File: config.mk
export PLATFORM = sky130hd
export DESIGN_NAME = pgbuf_commit
export DESIGN_NICKNAME = d
export VERILOG_FILES = /design/src/rtl/pgbuf_pkg.sv /design/src/rtl/pgbuf_pagebuf.sv /design/src/rtl/pgbuf_array.sv /design/src/rtl/pgbuf_commit.sv
export SDC_FILE = /design/constraint.sdc
export NUM_CORES = 2
export LEC_CHECK = 0
export CAP_MARGIN = 20
export CORE_ASPECT_RATIO = 1.25
export CORE_MARGIN = 8
export CORE_UTILIZATION = 50
export DETAILED_ROUTE_END_ITERATION = 8
export DONT_BUFFER_PORTS = 1
export PLACE_DENSITY_LB_ADDON = 0.15
export SLEW_MARGIN = 10
export SYNTH_ARGS = -nofsm -noshare
export SYNTH_HDL_FRONTEND = slang
export SYNTH_SLANG_ARGS = --single-unit
File: constraint.sdc
create_clock -name clk -period 3.35 [get_ports clk]
set_input_delay 0.67 -clock clk [delete_from_list [all_inputs] [get_ports clk]]
set_output_delay 0.67 -clock clk [all_outputs]
set_load 0.05 [all_outputs]
File: src/rtl/pgbuf_pkg.sv
package pgbuf_pkg;
    typedef enum logic [1:0] {
        PH_IDLE   = 2'd0,
        PH_FILL   = 2'd1,
        PH_COMMIT = 2'd2
    } phase_e;
endpackage

File: src/rtl/pgbuf_pagebuf.sv
module pgbuf_pagebuf #(
    parameter int OFFS_W = 3,
    parameter int DATA_W = 8
) (
    input  logic              clk,
    input  logic              rst_n,
    input  logic              we,
    input  logic [OFFS_W-1:0] waddr,
    input  logic [DATA_W-1:0] wdata,
    input  logic [OFFS_W-1:0] raddr,
    output logic [DATA_W-1:0] rdata
);
    localparam int ENTRIES = 1 << OFFS_W;

    logic [DATA_W-1:0] slot_q [ENTRIES];

    for (genvar g = 0; g < ENTRIES; g++) begin : g_slot
        always_ff @(posedge clk or negedge rst_n) begin
            if (!rst_n) begin
                slot_q[g] <= '0;
            end else if (we && waddr == OFFS_W'(g)) begin
                slot_q[g] <= wdata;
            end
        end
    end

    assign rdata = slot_q[raddr];
endmodule

File: src/rtl/pgbuf_array.sv
module pgbuf_array #(
    parameter int ADDR_W = 8,
    parameter int DATA_W = 8
) (
    input  logic              clk,
    input  logic              rst_n,
    input  logic              we,
    input  logic [ADDR_W-1:0] waddr,
    input  logic [DATA_W-1:0] wdata,
    input  logic [ADDR_W-1:0] raddr,
    output logic [DATA_W-1:0] rdata
);
    localparam int WORDS = 1 << ADDR_W;

    logic [DATA_W-1:0] cell_q [WORDS];

    always_ff @(posedge clk or negedge rst_n) begin
        if (!rst_n) begin
            for (int i = 0; i < WORDS; i++) begin
                cell_q[i] <= '0;
            end
            rdata <= '0;
        end else begin
            if (we) begin
                cell_q[waddr] <= wdata;
            end
            rdata <= cell_q[raddr];
        end
    end
endmodule

File: src/rtl/pgbuf_commit.sv
module pgbuf_commit
    import pgbuf_pkg::*;
#(
    parameter int ADDR_W   = 8,
    parameter int OFFS_W   = 3,
    parameter int DATA_W   = 8,
    parameter int BUSY_CYC = 40
) (
    input  logic              clk,
    input  logic              rst_n,
    input  logic              open_i,
    input  logic [ADDR_W-1:0] open_addr_i,
    input  logic              byte_vld_i,
    input  logic [DATA_W-1:0] byte_i,
    input  logic              stop_i,
    output logic              byte_ack_o,
    output logic              busy_o,
    input  logic [ADDR_W-1:0] peek_addr_i,
    output logic [DATA_W-1:0] peek_data_o
);
    localparam int PAGE   = 1 << OFFS_W;
    localparam int PAGE_W = ADDR_W - OFFS_W;
    localparam int CNT_W  = $clog2(BUSY_CYC + 1);

    typedef struct packed {
        phase_e            phase;
        logic [PAGE_W-1:0] page;
        logic [OFFS_W-1:0] offs;
        logic [PAGE-1:0]   mask;
        logic [OFFS_W:0]   idx;
        logic [CNT_W-1:0]  cnt;
    } st_t;

    st_t st_d, st_q;

    logic              take;
    logic [PAGE-1:0]   mask_upd;
    logic [OFFS_W-1:0] copy_idx;
    logic [DATA_W-1:0] copy_data;
    logic              arr_we;
    logic [ADDR_W-1:0] arr_waddr;
    logic [PAGE-1:0]   mask_q;

    assign copy_idx = st_q.idx[OFFS_W-1:0];
    assign mask_q   = st_q.mask;

    always_comb begin
        st_d     = st_q;
        take     = byte_vld_i && (st_q.phase == PH_FILL) && !open_i;
        mask_upd = st_q.mask | (take ? (PAGE'(1) << st_q.offs) : '0);
        arr_we   = (st_q.phase == PH_COMMIT) && !st_q.idx[OFFS_W]
                   && st_q.mask[copy_idx];
        arr_waddr = {st_q.page, copy_idx};

        case (st_q.phase)
            PH_IDLE, PH_FILL: begin
                if (open_i) begin
                    st_d.phase = PH_FILL;
                    st_d.page  = open_addr_i[ADDR_W-1:OFFS_W];
                    st_d.offs  = open_addr_i[OFFS_W-1:0];
                    st_d.mask  = '0;
                end else if (st_q.phase == PH_FILL) begin
                    if (take) begin
                        st_d.offs = st_q.offs + OFFS_W'(1);
                        st_d.mask = mask_upd;
                    end
                    if (stop_i) begin
                        if (mask_upd != '0) begin
                            st_d.phase = PH_COMMIT;
                            st_d.idx   = '0;
                            st_d.cnt   = CNT_W'(BUSY_CYC - 1);
                        end else begin
                            st_d.phase = PH_IDLE;
                        end
                    end
                end
            end
            PH_COMMIT: begin
                if (!st_q.idx[OFFS_W]) begin
                    st_d.idx = st_q.idx + (OFFS_W+1)'(1);
                end
                if (st_q.cnt == '0) begin
                    st_d.phase = PH_IDLE;
                end else begin
                    st_d.cnt = st_q.cnt - CNT_W'(1);
                end
            end
            default: st_d.phase = PH_IDLE;
        endcase
    end

    always_ff @(posedge clk or negedge rst_n) begin
        if (!rst_n) begin
            st_q <= '{phase: PH_IDLE, default: '0};
        end else begin
            st_q <= st_d;
        end
    end

    pgbuf_pagebuf #(.OFFS_W(OFFS_W), .DATA_W(DATA_W)) u_pagebuf (
        .clk   (clk),
        .rst_n (rst_n),
        .we    (take),
        .waddr (st_q.offs),
        .wdata (byte_i),
        .raddr (copy_idx),
        .rdata (copy_data)
    );

    pgbuf_array #(.ADDR_W(ADDR_W), .DATA_W(DATA_W)) u_array (
        .clk   (clk),
        .rst_n (rst_n),
        .we    (arr_we),
        .waddr (arr_waddr),
        .wdata (copy_data),
        .raddr (peek_addr_i),
        .rdata (peek_data_o)
    );

    assign byte_ack_o = take;
    assign busy_o     = (st_q.phase == PH_COMMIT);
endmodule

==> flow_summary.json <==
{
  "synth_ff_type": "sky130_fd_sc_hd__dfrtp_1",
  "synthesis.yosys.warnings": 0,
  "r2r_setup_slack_ns": 0.27,
  "synth.net_count": 6366,
  "final_util_pct": 55.9,
  "total_global_routing_overflow": 0,
  "syn_avg_cell_area_um2": 15.7,
  "antenna_found_initial": 11,
  "timing.final.setup_violations": 8,
  "worstSetupStartpointType": "primary input",
  "rows": 183,
  "synth_area_um2": 99400,
  "via_per_inst": 6.10,
  "async_flop_share_pct": 100,
  "io-pin-count": 39,
  "layout-area-overhead-vs-synth_pct": 11.4,
  "dr.pass1.iters": 5,
  "clock_tree.htree_level_count": 4,
  "via_count": 55600,
  "maxCapViolCount": 0,
  "timing.critical_path.arrival_ns": 5.06,
  "max-clock-path-buffers": 3,
  "power_density_nw_per_um2": 584,
  "critical_path.reg2reg.startpoint": "arr_waddr[0]",
  "grt_pass1_vias": 59600,
  "result_of_the_run": "finished, violations left",
  "buffer_ports.inserted": 0,
  "combined_area_of_the_multi_input_logic_cells_um2": 43400,
  "post_synth_inst_count": 6322,
  "die_area_um2": 213000,
  "rr_endpoint": "u_array.cell_q[10]",
  "timing_max_transition_violations_final": 295,
  "globalplace.congestion": 0.847,
  "violated_checks": "negative hold slack, max-slew violations, negative setup slack",
  "finalHoldWorstSlack_ns": -0.484,
  "power_leakage_nw": 52.0,
  "floorplan.initialDensity_pct": 50.1,
  "fill_cells": 15600,
  "worstMarginPinSlew_ns": 2.69,
  "synth_cell_types": 69,
  "die_x_um": 415,
  "synth.top_cells.by_area": "sky130_fd_sc_hd__dfrtp_1 (54%), sky130_fd_sc_hd__mux2_2 (22%), sky130_fd_sc_hd__mux4_2 (11%)",
  "seqCellArea_um2": 53800,
  "setup_ws_ns": -1.01,
  "crit_fanout": 465,
  "layout-drive-gt1-share_pct": 51.3,
  "yosys.area.top_type_share_pct": 54.1,
  "clk_latency_ns": 0.86,
  "hold_violations": 229,
  "dieHeight_um": 515,
  "setup.worst_path.class": "in2reg",
  "cts_setup_buffers": 0,
  "num-nets-final": 6379,
  "first_iter_violations": 3960,
  "worst_r2r_path_depth": 5,
  "grtUsageTotal_pct": 24.0,
  "pre_cts_slack_ns": -2.16,
  "drc": 0,
  "dp_hpwl_um": 158000,
  "post_cts_hold_buffer_count": 18,
  "max_freq_ghz": 0.229,
  "avgRoutedWirePerCell_um": 28.5,
  "synth_largest_area_cell": "sky130_fd_sc_hd__dfrtp_1",
  "relSlewSlack_pct": -79.5,
  "route.antenna.remaining_nets": 0,
  "worstSetupEndpointType": "flop",
  "ys_top_cells_by_count": "sky130_fd_sc_hd__dfrtp_1 (2,148), sky130_fd_sc_hd__mux2_2 (1,970), sky130_fd_sc_hd__mux4_2 (495)",
  "cts_tree": "done",
  "layout_worst_path_cycle_share_pct": 130,
  "vdd.ir_drop.worst_mv": 0.895,
  "grt_start_max_net_pins": 565,
  "power_mw": 64.7,
  "synth-edff-count": 0,
  "core_region_area_um2": 198000,
  "fin_setup_tns_ns": -2.38,
  "synth-seq-area-share_pct": 54.1,
  "numCtsBuffers": 212,
  "clock_sinks": 2148,
  "detailed_route_wire_length_um": 260000,
  "min_period_ns": 4.36,
  "worst_hold_path_type": "in2async",
  "cts_root_buffer": "sky130_fd_sc_hd__clkbuf_16",
  "critical_path_required_ns": 4.05,
  "ys_ff_latch": 2148,
  "grt_pass1_wl_um": 395000,
  "worst_clock_skew_ns": 0.0472,
  "synthMostInstantiatedCell": "sky130_fd_sc_hd__dfrtp_1",
  "clk_pin_slew_worst_paths_ns": 0.06
}
[cell usage in the layout (no fill, tap or decap), types with 36 or more instances in the layout]
cell	synthesis	layout
sky130_fd_sc_hd__nand2_1	72	68
sky130_fd_sc_hd__a22oi_1	62	62
sky130_fd_sc_hd__nor2_4	160	160
sky130_fd_sc_hd__o22ai_1	41	41
sky130_fd_sc_hd__nor2_2	96	99
sky130_fd_sc_hd__clkbuf_16	0	228
sky130_fd_sc_hd__o21ai_0	37	37
sky130_fd_sc_hd__mux4_2	495	495
sky130_fd_sc_hd__buf_12	2	36
sky130_fd_sc_hd__clkbuf_8	0	60
sky130_fd_sc_hd__clkbuf_1	306	58
sky130_fd_sc_hd__a21oi_1	95	95
sky130_fd_sc_hd__o221ai_1	57	57
sky130_fd_sc_hd__dfrtp_1	2148	2148
sky130_fd_sc_hd__mux2_2	1970	1962
sky130_fd_sc_hd__mux2i_1	153	153
sky130_fd_sc_hd__buf_4	40	177
sky130_fd_sc_hd__mux2_1	161	161
sky130_fd_sc_hd__nor2_1	59	56
[power by group]
group / switching, mW / internal (mW)
Combinational: 10.5 / 2.95
Clock: 10.3 / 14.3
Sequential: 0.406 / 26.4
[area by class of cell]
type | count | area share (%)
diodes | 6 | 0.0136
clock buffers | 336 | 5.87
clock inverters | 54 | 0.631
inverters | 26 | 0.0904
multi-input cells | 3685 | 39.2
flip-flops and latches | 2148 | 48.5
well taps | 2590 | 2.93
repair buffers | 262 | 2.77
[critical path, stage by stage]
cell                        delay, ns
sky130_fd_sc_hd__mux4_2          1.44
sky130_fd_sc_hd__mux2i_1         0.17
sky130_fd_sc_hd__nor2_1          0.12
sky130_fd_sc_hd__a2111oi_0       0.72
sky130_fd_sc_hd__buf_4           0.24
sky130_fd_sc_hd__nor4_1          0.05
sky130_fd_sc_hd__buf_4           0.16
sky130_fd_sc_hd__o21ai_1         0.12
sky130_fd_sc_hd__a211oi_1        0.05
[worst max-delay path by stage]
stage	to	slack [ns]	from
floorplan	u_array.rdata[1]	0.54	peek_addr_i[0]
global placement	u_array.cell_q[1005]	-1.99	rst_n
detailed placement	u_array.cell_q[1021]	-2.16	rst_n
CTS	u_array.cell_q[1846]	0.007	rst_n
global route	u_array.rdata[1]	-0.16	peek_addr_i[1]
finish	u_array.rdata[1]	-1.01	peek_addr_i[1]
[stage by stage]
stage	hold WS (ns)	area, um^2	instances
3_5_place_dp	0.375	103000	8673
5_1_grt	-0.539	111000	9102
6_report	-0.484	111000	9107
3_3_place_gp	0.375	103000	8673
2_1_floorplan	0.374	99400	6322
4_1_cts	-0.560	110000	9085
[cells by family after synthesis]
logic type | Yosys count | synth area share (%)
multiplexers | 2779 | 36.9
flip-flops | 2148 | 54.1
AND/OR/NAND/NOR | 522 | 3.86
buffers and inverters | 489 | 2.45
AO/OA/AOI/OAI | 369 | 2.55
adder cells (fa/ha/maj) | 15 | 0.189
[what timing repair did]
action | in CTS | in global routing
resized for setup | 0 | 2
endpoints found under the hold margin | 302 | 229
cloned | 4 | 10
setup endpoints to repair | 950 | 704
[state kept, by name (all words and copies together) (netlist names)]
signal,cells
mask_q,8
u_array.rdata,8
u_pagebuf.slot_q,64
st_q,12
u_array.cell_q,2048
arr_waddr,8
[per-layer routing]
layer	global-route usage (%)	up-vias	routed length [um]
met5	0	-	34
met4	8.48	4	10200
met3	3.62	409	10500
met2	40.1	1022	129000
met1	32.2	30500	110000
li1	-	23600	-
No activity file was read; power rests on OpenSTA's default activity.
